--- src/rtl/uart_tx_pkg.sv ---
package uart_tx_pkg;

    localparam int OVERSAMPLE = 16;
    localparam int SUB_W      = $clog2(OVERSAMPLE);
    localparam int FRAME_W    = 12;
    localparam int IDX_W      = $clog2(FRAME_W);

    typedef struct packed {
        logic               busy;
        logic [SUB_W-1:0]   sub;
        logic [IDX_W-1:0]   idx;
        logic [IDX_W-1:0]   last;
        logic [FRAME_W-1:0] frame;
    } shift_st_t;

    typedef struct packed {
        logic prev_empty;
        logic pending;
    } irq_st_t;

    function automatic int data_len(input logic [1:0] sel);
        return 5 + int'(sel);
    endfunction

    // Lay out a full frame with bit 0 on the line first; unused high bits stay 1.
    function automatic logic [FRAME_W-1:0] build_frame(
        input logic [7:0] data,
        input logic [1:0] sel,
        input logic       pen,
        input logic       podd
    );
        logic [FRAME_W-1:0] f;
        logic               par;
        int                 n;
        f    = '1;
        f[0] = 1'b0;
        n    = data_len(sel);
        par  = podd;
        for (int i = 0; i < 8; i++) begin
            if (i < n) begin
                f[1 + i] = data[i];
                par      = par ^ data[i];
            end
        end
        if (pen) begin
            f[1 + n] = par;
        end
        return f;
    endfunction

    function automatic logic [IDX_W-1:0] last_index(
        input logic [1:0] sel,
        input logic       pen,
        input logic       two
    );
        int total;
        total = 1 + data_len(sel) + (pen ? 1 : 0) + (two ? 2 : 1);
        return IDX_W'(total - 1);
    endfunction

endpackage

--- src/rtl/uart_tx_store.sv ---
module uart_tx_store #(
    parameter int DEPTH = 16,
    parameter int DW    = 8
) (
    input  logic          clk,
    input  logic          rst_n,
    input  logic          fifo_en,
    input  logic          wr_en,
    input  logic [DW-1:0] wr_data,
    input  logic          pop,
    output logic [DW-1:0] rd_data,
    output logic          empty,
    output logic          full,
    output logic          overflow
);
    localparam int PW = (DEPTH > 1) ? $clog2(DEPTH) : 1;
    localparam int CW = $clog2(DEPTH + 1);

    typedef struct packed {
        logic [DEPTH-1:0][DW-1:0] mem;
        logic [PW-1:0]            wp;
        logic [PW-1:0]            rp;
        logic [CW-1:0]            cnt;
        logic                     mode;
        logic                     ovf;
    } store_st_t;

    store_st_t st_q, st_d;
    logic      flush;
    logic      do_wr;
    logic      do_rd;
    logic [CW-1:0] cap;

    function automatic logic [PW-1:0] bump(input logic [PW-1:0] p);
        return (p == PW'(DEPTH - 1)) ? '0 : p + PW'(1);
    endfunction

    always_comb begin
        st_d  = st_q;
        flush = (fifo_en != st_q.mode);
        cap   = st_q.mode ? CW'(DEPTH) : CW'(1);
        full  = (st_q.cnt >= cap);
        do_wr = wr_en && !full && !flush;
        do_rd = pop && (st_q.cnt != '0) && !flush;
        if (flush) begin
            st_d.wp   = '0;
            st_d.rp   = '0;
            st_d.cnt  = '0;
            st_d.mode = fifo_en;
        end else begin
            if (do_wr) begin
                st_d.mem[st_q.wp] = wr_data;
                st_d.wp           = bump(st_q.wp);
            end
            if (do_rd) begin
                st_d.rp = bump(st_q.rp);
            end
            st_d.cnt = st_q.cnt + CW'(do_wr) - CW'(do_rd);
        end
        if (wr_en && full && !flush) begin
            st_d.ovf = 1'b1;
        end
    end

    always_ff @(posedge clk or negedge rst_n) begin
        if (!rst_n) begin
            st_q <= '0;
        end else begin
            st_q <= st_d;
        end
    end

    assign rd_data  = st_q.mem[st_q.rp];
    assign empty    = (st_q.cnt == '0);
    assign overflow = st_q.ovf;

    AST_COUNT_BOUND: assert property (@(posedge clk) disable iff (!rst_n)
        st_q.cnt <= CW'(DEPTH));
    AST_SINGLE_SLOT: assert property (@(posedge clk) disable iff (!rst_n)
        !st_q.mode |-> st_q.cnt <= CW'(1));
    AST_FULL_WRITE_DROPPED: assert property (@(posedge clk) disable iff (!rst_n)
        (wr_en && full && !flush && !pop) |=> $stable(st_q.cnt));
    AST_OVF_STICKY: assert property (@(posedge clk) disable iff (!rst_n)
        overflow |=> overflow);
    AST_MODE_FLUSH: assert property (@(posedge clk) disable iff (!rst_n)
        flush |=> empty);

endmodule

--- src/rtl/uart_tx_shifter.sv ---
module uart_tx_shifter
    import uart_tx_pkg::*;
(
    input  logic       clk,
    input  logic       rst_n,
    input  logic       tick,
    input  logic       avail,
    input  logic [7:0] din,
    input  logic [1:0] data_sel,
    input  logic       parity_en,
    input  logic       parity_odd,
    input  logic       two_stop,
    output logic       pop,
    output logic       busy,
    output logic       txd
);
    shift_st_t sh_q, sh_d;
    logic      load;

    always_comb begin
        sh_d = sh_q;
        load = 1'b0;
        if (tick) begin
            if (!sh_q.busy) begin
                load = avail;
            end else if (sh_q.sub == SUB_W'(OVERSAMPLE - 1)) begin
                if (sh_q.idx == sh_q.last) begin
                    load = avail;
                    if (!avail) begin
                        sh_d.busy  = 1'b0;
                        sh_d.frame = '1;
                        sh_d.sub   = '0;
                        sh_d.idx   = '0;
                    end
                end else begin
                    sh_d.frame = {1'b1, sh_q.frame[FRAME_W-1:1]};
                    sh_d.idx   = sh_q.idx + IDX_W'(1);
                    sh_d.sub   = '0;
                end
            end else begin
                sh_d.sub = sh_q.sub + SUB_W'(1);
            end
        end
        if (load) begin
            sh_d.busy  = 1'b1;
            sh_d.sub   = '0;
            sh_d.idx   = '0;
            sh_d.last  = last_index(data_sel, parity_en, two_stop);
            sh_d.frame = build_frame(din, data_sel, parity_en, parity_odd);
        end
        pop = load;
    end

    always_ff @(posedge clk or negedge rst_n) begin
        if (!rst_n) begin
            sh_q       <= '0;
            sh_q.frame <= '1;
        end else begin
            sh_q <= sh_d;
        end
    end

    assign busy = sh_q.busy;
    assign txd  = sh_q.frame[0];

    AST_IDLE_LINE_HIGH: assert property (@(posedge clk) disable iff (!rst_n)
        !busy |-> txd);
    AST_LINE_MOVES_ON_TICK: assert property (@(posedge clk) disable iff (!rst_n)
        !tick |=> $stable(txd));
    AST_POP_NEEDS_DATA: assert property (@(posedge clk) disable iff (!rst_n)
        pop |-> (tick && avail));
    AST_INDEX_IN_FRAME: assert property (@(posedge clk) disable iff (!rst_n)
        busy |-> sh_q.idx <= sh_q.last);

endmodule

--- src/rtl/uart_tx_irq.sv ---
module uart_tx_irq
    import uart_tx_pkg::*;
(
    input  logic clk,
    input  logic rst_n,
    input  logic empty,
    input  logic wr_en,
    input  logic isr_rd,
    input  logic irq_en,
    output logic irq
);
    irq_st_t ir_q, ir_d;

    always_comb begin
        ir_d            = ir_q;
        ir_d.prev_empty = empty;
        if (empty && !ir_q.prev_empty) begin
            ir_d.pending = 1'b1;
        end
        if (wr_en || (isr_rd && ir_q.pending && irq_en)) begin
            ir_d.pending = 1'b0;
        end
    end

    always_ff @(posedge clk or negedge rst_n) begin
        if (!rst_n) begin
            ir_q.prev_empty <= 1'b1;
            ir_q.pending    <= 1'b0;
        end else begin
            ir_q <= ir_d;
        end
    end

    assign irq = ir_q.pending && irq_en;

    AST_IRQ_ONLY_WHEN_EMPTY: assert property (@(posedge clk) disable iff (!rst_n)
        ir_q.pending |-> empty);
    AST_READ_CLEARS: assert property (@(posedge clk) disable iff (!rst_n)
        (isr_rd && irq) |=> !irq);
    AST_WRITE_CLEARS: assert property (@(posedge clk) disable iff (!rst_n)
        wr_en |=> !irq);

endmodule

--- src/rtl/uart_tx_path.sv ---
module uart_tx_path #(
    parameter int DEPTH = 16
) (
    input  logic       clk,
    input  logic       rst_n,
    input  logic       tick16,
    input  logic       fifo_en,
    input  logic       wr_en,
    input  logic [7:0] wr_data,
    input  logic [1:0] data_sel,
    input  logic       parity_en,
    input  logic       parity_odd,
    input  logic       two_stop,
    input  logic       irq_en,
    input  logic       isr_rd,
    output logic       txd,
    output logic       thr_empty,
    output logic       tx_empty,
    output logic       txe_irq,
    output logic       overflow
);
    logic [7:0] head_byte;
    logic       store_empty;
    logic       store_full;
    logic       pop;
    logic       busy;

    uart_tx_store #(.DEPTH(DEPTH), .DW(8)) u_store (
        .clk      (clk),
        .rst_n    (rst_n),
        .fifo_en  (fifo_en),
        .wr_en    (wr_en),
        .wr_data  (wr_data),
        .pop      (pop),
        .rd_data  (head_byte),
        .empty    (store_empty),
        .full     (store_full),
        .overflow (overflow)
    );

    uart_tx_shifter u_shift (
        .clk        (clk),
        .rst_n      (rst_n),
        .tick       (tick16),
        .avail      (!store_empty),
        .din        (head_byte),
        .data_sel   (data_sel),
        .parity_en  (parity_en),
        .parity_odd (parity_odd),
        .two_stop   (two_stop),
        .pop        (pop),
        .busy       (busy),
        .txd        (txd)
    );

    uart_tx_irq u_irq (
        .clk    (clk),
        .rst_n  (rst_n),
        .empty  (store_empty),
        .wr_en  (wr_en),
        .isr_rd (isr_rd),
        .irq_en (irq_en),
        .irq    (txe_irq)
    );

    assign thr_empty = store_empty;
    assign tx_empty  = store_empty && !busy;

    AST_TEMT_NEEDS_THRE: assert property (@(posedge clk) disable iff (!rst_n)
        tx_empty |-> thr_empty);
    AST_LINE_HIGH_WHEN_QUIET: assert property (@(posedge clk) disable iff (!rst_n)
        tx_empty |-> txd);
    AST_FULL_NOT_EMPTY: assert property (@(posedge clk) disable iff (!rst_n)
        store_full |-> !thr_empty);

endmodule

--- config.mk ---
export PLATFORM = sky130hd
export DESIGN_NAME = uart_tx_path
export DESIGN_NICKNAME = d
export VERILOG_FILES = /design/src/rtl/uart_tx_pkg.sv /design/src/rtl/uart_tx_store.sv /design/src/rtl/uart_tx_shifter.sv /design/src/rtl/uart_tx_irq.sv /design/src/rtl/uart_tx_path.sv
export SDC_FILE = /design/constraint.sdc
export NUM_CORES = 1
export LEC_CHECK = 0
export BUFFER_PORTS_ARGS = -buffer_cell sky130_fd_sc_hd__buf_2
export CAP_MARGIN = 40
export CORE_MARGIN = 2
export CORE_UTILIZATION = 46
export CTS_BUF_LIST = sky130_fd_sc_hd__clkbuf_8
export DETAILED_ROUTE_END_ITERATION = 8
export GPL_ROUTABILITY_DRIVEN = 0
export PLACE_DENSITY = 0.65
export SKIP_LAST_GASP = 1
export SLEW_MARGIN = 20
export SYNTH_ARGS = -nofsm -noshare
export SYNTH_HDL_FRONTEND = slang
export SYNTH_SLANG_ARGS = --single-unit
--- constraint.sdc ---
create_clock -name clk -period 8.2 [get_ports clk]
set_input_delay 1.64 -clock clk [delete_from_list [all_inputs] [get_ports clk]]
set_output_delay 1.64 -clock clk [all_outputs]
set_load 0.005 [all_outputs]
==> results.py, run 1 <==
metrics = {
    "global_route": {
        "grtUsageTotal_pct": 18.9,
        "grt_pass1_vias": 5664,
        "grt_pass1_wl_microns": 29500,
        "antenna_found_initial": 0,
        "grt_overflow": 0,
        "grt_max_degree": 80,
    },
    "routing": {
        "vias": 5303,
        "drt_iter0_drc": 305,
        "post-route-drc-count": 0,
        "wl_per_cell_microns": 18.9,
        "vias_per_cell": 5.70,
        "totalWireLength_microns": 17600,
        "drt.antenna.violating_nets": 0,
        "dr.pass1.iters": 5,
    },
    "die": {
        "die_area_sq_um": 20000,
        "io_pins": 25,
        "initial_utilization_pct": 46.7,
        "coreArea_sq_um": 18600,
        "rows": 50,
        "fp.dieW_microns": 141,
        "die_height_microns": 141,
    },
    "logic_synthesis": {
        "seq_area_frac_synth_pct": 49.2,
        "synthesis.area_sq_um": 8680,
        "syn_inst": 673,
        "ys_types": 52,
        "synth.avg_cell_area_sq_um": 12.9,
        "yosys_register_bits": 170,
        "synth_fp_nets": 729,
        "async_flop_share_pct": 100,
        "ys_warn_count": 0,
        "synth_edf_count": 0,
        "synth_top_flop_cell": "dfrtp_1",
    },
    "clocking": {
        "cts_resized": 0,
        "cts.sinks": 170,
        "cts_setup_buffers": 0,
        "htree_levels": 4,
        "cts_tree": "done",
        "path_clk_slew_ns": 0.09,
        "cts_hold_buf": 0,
        "clk_path_buf_depth": 2,
        "cts_inserted_buffers": 17,
        "clock_latency_ns": 0.47,
        "root_buffer": "clkbuf_8",
    },
    "outcome": {
        "outcome": "finished clean",
    },
    "sta": {
        "setup_slack_ns": 4.18,
        "period_minus_slack_ns": 4.02,
        "drv_slew": 0,
        "setup-tns-final_ns": 0,
        "hold_viol": 0,
        "rsz0062_at_grt": "no",
        "max_slew_margin_pct": 51.5,
        "final.setup_skew_ns": 0.00909,
        "period_share_pct": 49.0,
        "max_freq_mhz": 249,
        "worstMarginPinSlew_ns": 0.726,
        "setup_viol": 0,
    },
    "critical_path": {
        "slowest_delay_ns": 0.49,
        "worst-endpoint-arrival_ns": 4.42,
        "startpoint_type": "input pin",
        "worst_setup_path_end_kind": "flip-flop",
        "path_cells": "buf_2 > and3_1 > nand2_1 > nor2_1 > ha_1 > inv_1 > ha_1 > fa_1 > a21oi_1 > nor2_1 > or3_1 > a21oi_1",
        "crit_fanout": 17,
        "critPathRequiredTime_ns": 8.59,
        "cp_slowest_cell": "and3_1",
        "critical_path_class": "in2reg",
    },
    "cells_and_area": {
        "nets": 740,
        "fin_util_pct": 50.5,
        "areaGrowthSynthToFinish_pct": 8.17,
        "antennaDiodeCount": 0,
        "drive_gt1_share_pct": 33.0,
        "finalNonFillerCells": 931,
    },
    "worst_hold_path": {
        "hold_class": "reg2reg",
    },
    "job": {
        "cap_violations": 0,
    },
    "pwr": {
        "p_per_area_nw_per_um2": 243,
        "power.leakage_nw": 4.54,
        "ir_drop_uv": 153,
        "total_power_w": 0.00228,
    },
    "placement": {
        "dp_hpwl_microns": 12100,
        "dp.cells": 899,
        "port_buffers": 24,
        "place_ws_ns": 3.71,
    },
}
## layer usage
metal	part of all wire, %	GRT usage [%]
met2	52	32.9
met5	0	0
met4	0.72	3.74
met3	3.2	4.15
met1	45	24.7
## path summary, 6_finish.rpt
| kind | endpoint | cells past startpoint | slack [ns] | start |
|---|---|---|---|---|
| max | u_store.st_q[6] | 12 | 4.18 | tick16 |
| min | u_store.overflow | 1 | 0.49 | u_store.overflow |
| max in group asynchronous | u_store.st_q[45] | 3 | 5.71 | rst_n |
| min in group asynchronous | u_store.overflow | 1 | 1.20 | rst_n |
| min reg2reg | u_store.overflow | 1 | 0.49 | u_store.overflow |
| max reg2reg | u_store.st_q[6] | 17 | 4.20 | u_store.st_q[4] |
## per-stage QoR
step | instance area [sq um] | hold WS, ns
2_1_floorplan | 8680 | 0.451
3_3_place_gp | 8950 | 0.449
3_5_place_dp | 9000 | 0.472
4_1_cts | 9390 | 0.486
5_1_grt | 9390 | 0.506
6_report | 9390 | 0.486
## registers in the layout, summed over array words and instances, names as in the netlist
name              cells
u_store.st_q        142
u_shift.sh_q         23
u_irq.ir_q            2
u_shift.busy          1
u_shift.txd           1
u_store.overflow      1
## cell families (layout without fill, tap and decap cells)
| logic type | after synthesis | after routing | share of synthesized area [%] |
|---|---|---|---|
| AO/OA/AOI/OAI | 86 | 86 | 6.18 |
| adder cells (fa/ha/maj) | 36 | 36 | 5.36 |
| AND/OR/NAND/NOR | 129 | 129 | 7.02 |
| XOR/XNOR | 18 | 18 | 2.38 |
| flip-flops | 170 | 170 | 49.2 |
| multiplexers | 168 | 168 | 26.6 |
| buffers and inverters | 66 | 90 | 3.30 |
## critical path, delay by kind of cell
kind | cells | cell delay, ns
AND/OR/NAND/NOR | 5 | 1.55
AO/OA/AOI/OAI | 2 | 0.29
buffers and inverters | 2 | 0.19
adder cells (fa/ha/maj) | 3 | 0.75
## placed cells by master (no fill, tap or decap), drive strengths merged, types with 2 or more instances in the layout
cell	n
a21oi	23
a22o	4
a22oi	15
a31oi	3
and2	7
and3	4
buf	31
clkbuf	18
clkinv	5
dfrtp	157
dfstp	13
fa	2
ha	34
inv	34
mux2	130
mux2i	6
mux4	32
nand2	51
nand2b	5
nand3	17
nor2	23
nor2b	5
nor3	4
o211ai	6
o21ai	26
or3	9
xor2	15
## cell usage after synthesis, drive strengths merged (7+ instances only)
master,number,area (sq um)
dfstp,13,342
nor2,23,86.3
ha,34,425
or3,9,56.3
dfrtp,157,3930
inv,27,101
a22oi,15,113
mux2,130,1460
nand2,51,191
o21ai,26,134
mux4,32,781
xor2,15,150
and2,7,43.8
clkbuf,31,116
nand3,17,85.1
buf,8,68.8
a21oi,23,115
## final cells by class
| type | instances | area [sq um] |
|---|---|---|
| inverters | 27 | 101 |
| clock inverters | 14 | 140 |
| fillers | 1588 | 9190 |
| well taps | 234 | 293 |
| multi-input cells | 437 | 4120 |
| repair buffers | 31 | 211 |
| flip-flops and latches | 170 | 4270 |
| clock buffers | 18 | 248 |
## power by group
| part | switching (W) | total, W | internal, W |
|---|---|---|---|
| Combinational | 0.000331 | 0.000623 | 0.000292 |
| Sequential | 0.0000787 | 0.00107 | 0.000989 |
| Clock | 0.000329 | 0.000586 | 0.000257 |
| Total | 0.000739 | 0.00228 | 0.00154 |
Power figures use the tool's default switching activity.
==> run 2: changes to the inputs <==
--- a/config.mk
+++ b/config.mk
@@ -12,7 +12,7 @@
 export CTS_BUF_LIST = sky130_fd_sc_hd__clkbuf_8
 export DETAILED_ROUTE_END_ITERATION = 8
 export GPL_ROUTABILITY_DRIVEN = 0
-export PLACE_DENSITY = 0.65
+export PLACE_DENSITY = 0.67
 export SKIP_LAST_GASP = 1
 export SLEW_MARGIN = 20
 export SYNTH_ARGS = -nofsm -noshare
==> constraint.sdc (replaced) <==
create_clock -name clk -period 3.5 [get_ports clk]
set_input_delay 0.7 -clock clk [delete_from_list [all_inputs] [get_ports clk]]
set_output_delay 0.7 -clock clk [all_outputs]
set_load 0.005 [all_outputs]
==> results.py, run 2 (synthesized netlist as in run 1, its figures left out) <==
metrics = {
    "placement": {
        "dp_hpwl_microns": 12300,
        "port_buffers": 24,
    },
    "routing": {
        "wl_per_cell_microns": 19.3,
        "totalWireLength_microns": 18200,
        "dr.pass1.iters": 5,
        "drt.antenna.violating_nets": 0,
        "post-route-drc-count": 0,
        "vias_per_cell": 5.69,
        "drt_iter0_drc": 384,
        "vias": 5356,
    },
    "critical_path": {
        "slowest_delay_ns": 0.41,
        "worst-endpoint-arrival_ns": 3.63,
        "r2r-end": "u_store.st_q[6]",
        "endpoint": "u_store.st_q[6]",
        "startpoint": "u_store.st_q[4]",
        "cp_slowest_cell": "dfrtp_1",
        "r2r_slack_ns": 0.27,
        "cp_num_cells": 17,
        "crit_fanout": 4,
        "crit_top_cell": "ha_1",
        "path_delay_family": "simple AND/OR/NAND/NOR gates",
        "path_cells": "inv_2 > ha_1 > nand2b_1 > or3_4 > inv_2 > nand2b_1 > and3_1 > nand2_2 > nor2_1 > ha_1 > inv_1 > ha_1 > fa_2 > a21oi_2 > nor2_1 > or3_1 > a21oi_1",
        "startpoint_type": "flip-flop",
        "critPathBufInv": 3,
        "crit-reg2reg-launch": "u_store.st_q[4]",
        "critPathRequiredTime_ns": 3.90,
        "critical_path_class": "reg2reg",
        "worst_setup_path_end_kind": "flip-flop",
        "r2r_cells": 17,
    },
    "sta": {
        "rsz0062_at_grt": "no",
        "max_slew_margin_pct": 59.3,
        "period_minus_slack_ns": 3.23,
        "max_freq_mhz": 310,
        "setup_viol": 0,
        "period_share_pct": 92.3,
        "worst_hold_slack_ns": 0.361,
        "drv_slew": 0,
        "worstMarginPinSlew_ns": 0.611,
        "setup-tns-final_ns": 0,
        "final.setup_skew_ns": 0.0141,
        "hold_viol": 0,
    },
    "clocking": {
        "cts_inserted_buffers": 17,
        "root_buffer": "clkbuf_8",
        "path_clk_slew_ns": 0.09,
        "cts_tree": "done",
        "cts.sinks": 170,
        "clk_path_buf_depth": 2,
        "clock_latency_ns": 0.47,
        "htree_levels": 4,
    },
    "pwr": {
        "power.leakage_nw": 4.61,
        "ir_drop_uv": 340,
        "p_per_area_nw_per_um2": 573,
    },
    "die": {
        "coreArea_sq_um": 18600,
        "initial_utilization_pct": 46.7,
        "rows": 50,
        "die_height_microns": 141,
        "io_pins": 25,
        "die_area_sq_um": 20000,
        "fp.dieW_microns": 141,
    },
    "cells_and_area": {
        "largest-register": "u_store.st_q",
        "nets": 751,
        "drive_gt1_share_pct": 34.7,
        "multi_input_area_sq_um": 4140,
        "areaGrowthSynthToFinish_pct": 9.64,
        "top_regs": "u_store.st_q (142), u_shift.sh_q (23), u_irq.ir_q (2)",
        "final_cell_mix": "dfrtp_1 (156), mux2_2 (130), nand2_1 (50)",
        "largest_reg_flops": 142,
        "register_area_sq_um": 4270,
        "antennaDiodeCount": 0,
        "n_fill_cell": 1560,
        "mostFrequentLayoutCell": "dfrtp_1",
    },
    "worst_hold_path": {
        "hold_class": "in2reg",
    },
    "global_route": {
        "antenna_found_initial": 0,
        "grt_pass1_vias": 5615,
        "grt_max_degree": 84,
        "grt_overflow": 0,
        "grt_pass1_wl_microns": 30000,
        "grtUsageTotal_pct": 19.5,
    },
    "outcome": {
        "outcome": "finished clean",
    },
    "job": {
        "cap_violations": 0,
    },
}
## run 2: cell count changes in the layout (fill, tap and decap cells not counted), sizes merged
cell         change
clkinvlp         -1
clkinv           -1
inv              +1
dlygate4sd3      +1
bufinv           +1
buf             +10
## run 2: final cells by class
| class | instances | area share, % |
|---|---|---|
| clock inverter | 14 | 1.66 |
| timing repair buffer | 42 | 3.25 |
| multi-input combinational | 437 | 43.5 |
| clock buffer | 18 | 2.60 |
| sequential | 170 | 44.9 |
| inverter | 27 | 1.06 |
| tap | 234 | 3.08 |
## run 2: per-layer routing
metal	part of all wire, %	routed length (microns)	vias up	global-route usage (%)
met3	3.8	699	21	4.25
met1	43	7850	2765	25.0
met2	52	9400	92	33.1
met4	1.4	246	0	6.26
li1	-	-	2478	-
met5	0	0	-	0
## run 2: repair_timing
item | 4_1_cts | 5_1_grt
setup endpoints to repair | 0 | 1
buffers inserted | 0 | 1
endpoints found under the hold margin | 0 | 4
resized for setup | 0 | 5
hold buffers | 0 | 1
## run 2: worst reg2reg max path: stages (launching register included)
cell      delay, ns
dfrtp_1        0.41
inv_2          0.10
ha_1           0.14
nand2b_1       0.07
or3_4          0.37
inv_2          0.09
nand2b_1       0.11
and3_1         0.23
nand2_2        0.07
nor2_1         0.04
ha_1           0.27
inv_1          0.04
ha_1           0.20
fa_2           0.37
a21oi_2        0.12
nor2_1         0.05
or3_1          0.34
a21oi_1        0.15
## run 2: how the worst min path moves through the flow
stage	to	startpoint	slack [ns]	cells past startpoint
after floorplan	u_irq.ir_q[0]	rst_n	0.40	0
final	u_store.st_q[1]	fifo_en	0.36	1
after global placement	u_store.overflow	u_store.overflow	0.45	1
after global routing	u_store.st_q[1]	fifo_en	0.33	1
after CTS	u_store.overflow	rst_n	0.29	1
after detailed placement	u_store.overflow	u_store.overflow	0.45	1
## run 2: where the power goes
part	internal [W]	switching [W]	leakage, nW
clock network	0.000671	0.000764	0.214
logic	0.000710	0.000802	2.14
registers	0.00232	0.000192	2.26
total	0.00370	0.00176	4.61
## run 2: stage by stage
stage / setup slack [ns] / instance area [sq um] / cells / total power, W / utilization, %
global route: 0.0137 / 9520 / 942 / 0.00579 / 51.2
CTS: 0.123 / 9460 / 939 / 0.00547 / 50.9
global placement: 0.287 / 9050 / 907 / 0.00394 / 48.7
detailed placement: 0.142 / 9050 / 907 / 0.00403 / 48.7
finish: 0.270 / 9520 / 942 / 0.00546 / 51.2
floorplan: 0.0231 / 8690 / 673 / 0.00362 / -
==> run 3: changes to the inputs <==
--- a/config.mk
+++ b/config.mk
@@ -13,6 +13,7 @@
 export DETAILED_ROUTE_END_ITERATION = 8
 export GPL_ROUTABILITY_DRIVEN = 0
 export PLACE_DENSITY = 0.67
+export RECOVER_POWER = 50
 export SKIP_LAST_GASP = 1
 export SLEW_MARGIN = 20
 export SYNTH_ARGS = -nofsm -noshare
==> results.py, run 3 (synthesized netlist as in run 1, its figures left out) <==
metrics = {
    "critical_path": {
        "path_delay_family": "simple AND/OR/NAND/NOR gates",
        "critPathBufInv": 3,
        "cp_slowest_cell": "dfrtp_1",
        "path_cells": "inv_2 > ha_1 > nand2b_1 > or3_4 > inv_2 > nand2b_1 > and3_1 > nand2_2 > nor2_1 > ha_1 > inv_1 > ha_1 > fa_2 > a21oi_2 > nor2_1 > or3_1 > a21oi_1",
        "r2r-end": "u_store.st_q[6]",
        "worst-endpoint-arrival_ns": 3.63,
        "crit_top_cell": "ha_1",
        "cp_num_cells": 17,
        "crit_fanout": 4,
        "worst_setup_path_end_kind": "flip-flop",
        "crit-reg2reg-launch": "u_store.st_q[4]",
        "r2r_slack_ns": 0.26,
        "critical_path_class": "reg2reg",
        "r2r_cells": 17,
        "startpoint_type": "flip-flop",
        "critPathRequiredTime_ns": 3.90,
        "slowest_delay_ns": 0.41,
    },
    "clocking": {
        "htree_levels": 4,
        "cts.sinks": 170,
        "path_clk_slew_ns": 0.09,
        "cts_inserted_buffers": 17,
        "clock_latency_ns": 0.46,
        "clk_path_buf_depth": 2,
        "root_buffer": "clkbuf_8",
        "cts_tree": "done",
    },
    "routing": {
        "drt_iter0_drc": 324,
        "dr.pass1.iters": 4,
        "wl_per_cell_microns": 19.3,
        "vias_per_cell": 5.70,
        "totalWireLength_microns": 18200,
        "drt.antenna.violating_nets": 0,
        "vias": 5367,
        "post-route-drc-count": 0,
    },
    "global_route": {
        "antenna_found_initial": 0,
        "grt_pass1_wl_microns": 30000,
        "grtUsageTotal_pct": 19.5,
        "grt_pass1_vias": 5615,
        "grt_max_degree": 84,
        "grt_overflow": 0,
    },
    "cells_and_area": {
        "top_regs": "u_store.st_q (142), u_shift.sh_q (23), u_irq.ir_q (2)",
        "largest-register": "u_store.st_q",
        "largest_reg_flops": 142,
        "antennaDiodeCount": 0,
        "areaGrowthSynthToFinish_pct": 9.34,
        "mostFrequentLayoutCell": "dfrtp_1",
        "drive_gt1_share_pct": 33.9,
        "n_fill_cell": 1567,
        "final_cell_mix": "dfrtp_1 (156), mux2_2 (130), nand2_1 (50)",
        "nets": 751,
        "stdcell_area_sq_um": 9490,
    },
    "die": {
        "rows": 50,
        "die_area_sq_um": 20000,
        "io_pins": 25,
        "die_height_microns": 141,
        "coreArea_sq_um": 18600,
        "initial_utilization_pct": 46.7,
        "fp.dieW_microns": 141,
    },
    "sta": {
        "worst_hold_slack_ns": 0.370,
        "max_freq_mhz": 309,
        "max_slew_margin_pct": 2.58,
        "drv_slew": 0,
        "period_minus_slack_ns": 3.24,
        "rsz0062_at_grt": "no",
        "period_share_pct": 92.5,
        "setup_viol": 0,
        "setup-tns-final_ns": 0,
        "final.setup_skew_ns": 0.0119,
        "hold_viol": 0,
        "worstMarginPinSlew_ns": 1.46,
    },
    "pwr": {
        "power.leakage_nw": 4.59,
        "total_power_w": 0.00545,
        "ir_drop_uv": 341,
        "p_per_area_nw_per_um2": 574,
    },
    "worst_hold_path": {
        "whs_path_depth": 1,
        "min_from": "fifo_en",
        "hold_class": "in2reg",
        "worstHoldEndpoint": "u_store.st_q[1]",
    },
    "placement": {
        "placed_area_sq_um": 9050,
        "port_buffers": 24,
        "dp_hpwl_microns": 12300,
    },
    "outcome": {
        "outcome": "finished clean",
    },
    "job": {
        "cap_violations": 0,
    },
}
-- run 3: cell types whose count changed in the layout (fill, tap and decap cells not counted), sizes merged --
cell / change
clkbuf: +6
buf: -6
-- run 3: worst register-to-register path, delay by kind of cell (launching register included) --
kind,cells,cell delay (ns)
flops,1,0.41
simple gates,8,1.27
fa+ha+maj,4,0.98
compound gates,2,0.27
buf+inv,3,0.24
-- run 3: report_power, final --
part / switching (W) / total (W) / leakage, nW / internal [W]
clock network: 0.000765 / 0.00144 / 0.214 / 0.000671
registers: 0.000190 / 0.00251 / 2.26 / 0.00232
logic: 0.000798 / 0.00150 / 2.12 / 0.000705
total: 0.00175 / 0.00545 / 4.59 / 0.00369
-- run 3: layout make-up --
cell class,count,area [sq um],share of cell area (%)
Clock inverter,14,158,1.66
Tap cell,234,293,3.09
Timing Repair Buffer,42,289,3.05
Multi-Input combinational cell,437,4130,43.5
Clock buffer,18,248,2.61
Sequential cell,170,4270,45.0
Inverter,27,101,1.07
-- run 3: worst max path at each step --
stage          slack (ns)               to       startpoint
2_1_floorplan        0.02  u_store.st_q[6]  u_store.st_q[4]
3_3_place_gp         0.29  u_store.st_q[6]  u_store.st_q[4]
3_5_place_dp         0.14  u_store.st_q[6]  u_store.st_q[4]
4_1_cts              0.12  u_store.st_q[6]  u_store.st_q[4]
5_1_grt              0.01  u_store.st_q[6]  u_store.st_q[4]
6_report             0.26  u_store.st_q[6]  u_store.st_q[4]
-- run 3: timing repair --
item	in CTS	in global routing
gates resized for setup	0	5
endpoints found under the hold margin	0	4
setup endpoints to repair	0	1
hold buffers	0	1
buffers inserted	0	1
-- run 3: per-layer routing --
| layer | GRT usage (%) | vias to the layer above | share of wire (%) |
|---|---|---|---|
| li1 | - | 2471 | - |
| met1 | 25.0 | 2776 | 43 |
| met2 | 33.1 | 103 | 52 |
| met3 | 4.25 | 17 | 3.8 |
| met4 | 6.26 | 0 | 1.4 |
| met5 | 0 | - | 0 |
-- run 3: metrics by stage --
stage                     worst slack [ns]  utilization [%]  cells
after floorplan                     0.0231                -    673
after global placement               0.287             48.7    907
after detailed placement             0.142             48.7    907
after CTS                            0.123             50.9    939
after global routing                0.0137             51.1    942
final                                0.264             51.1    942
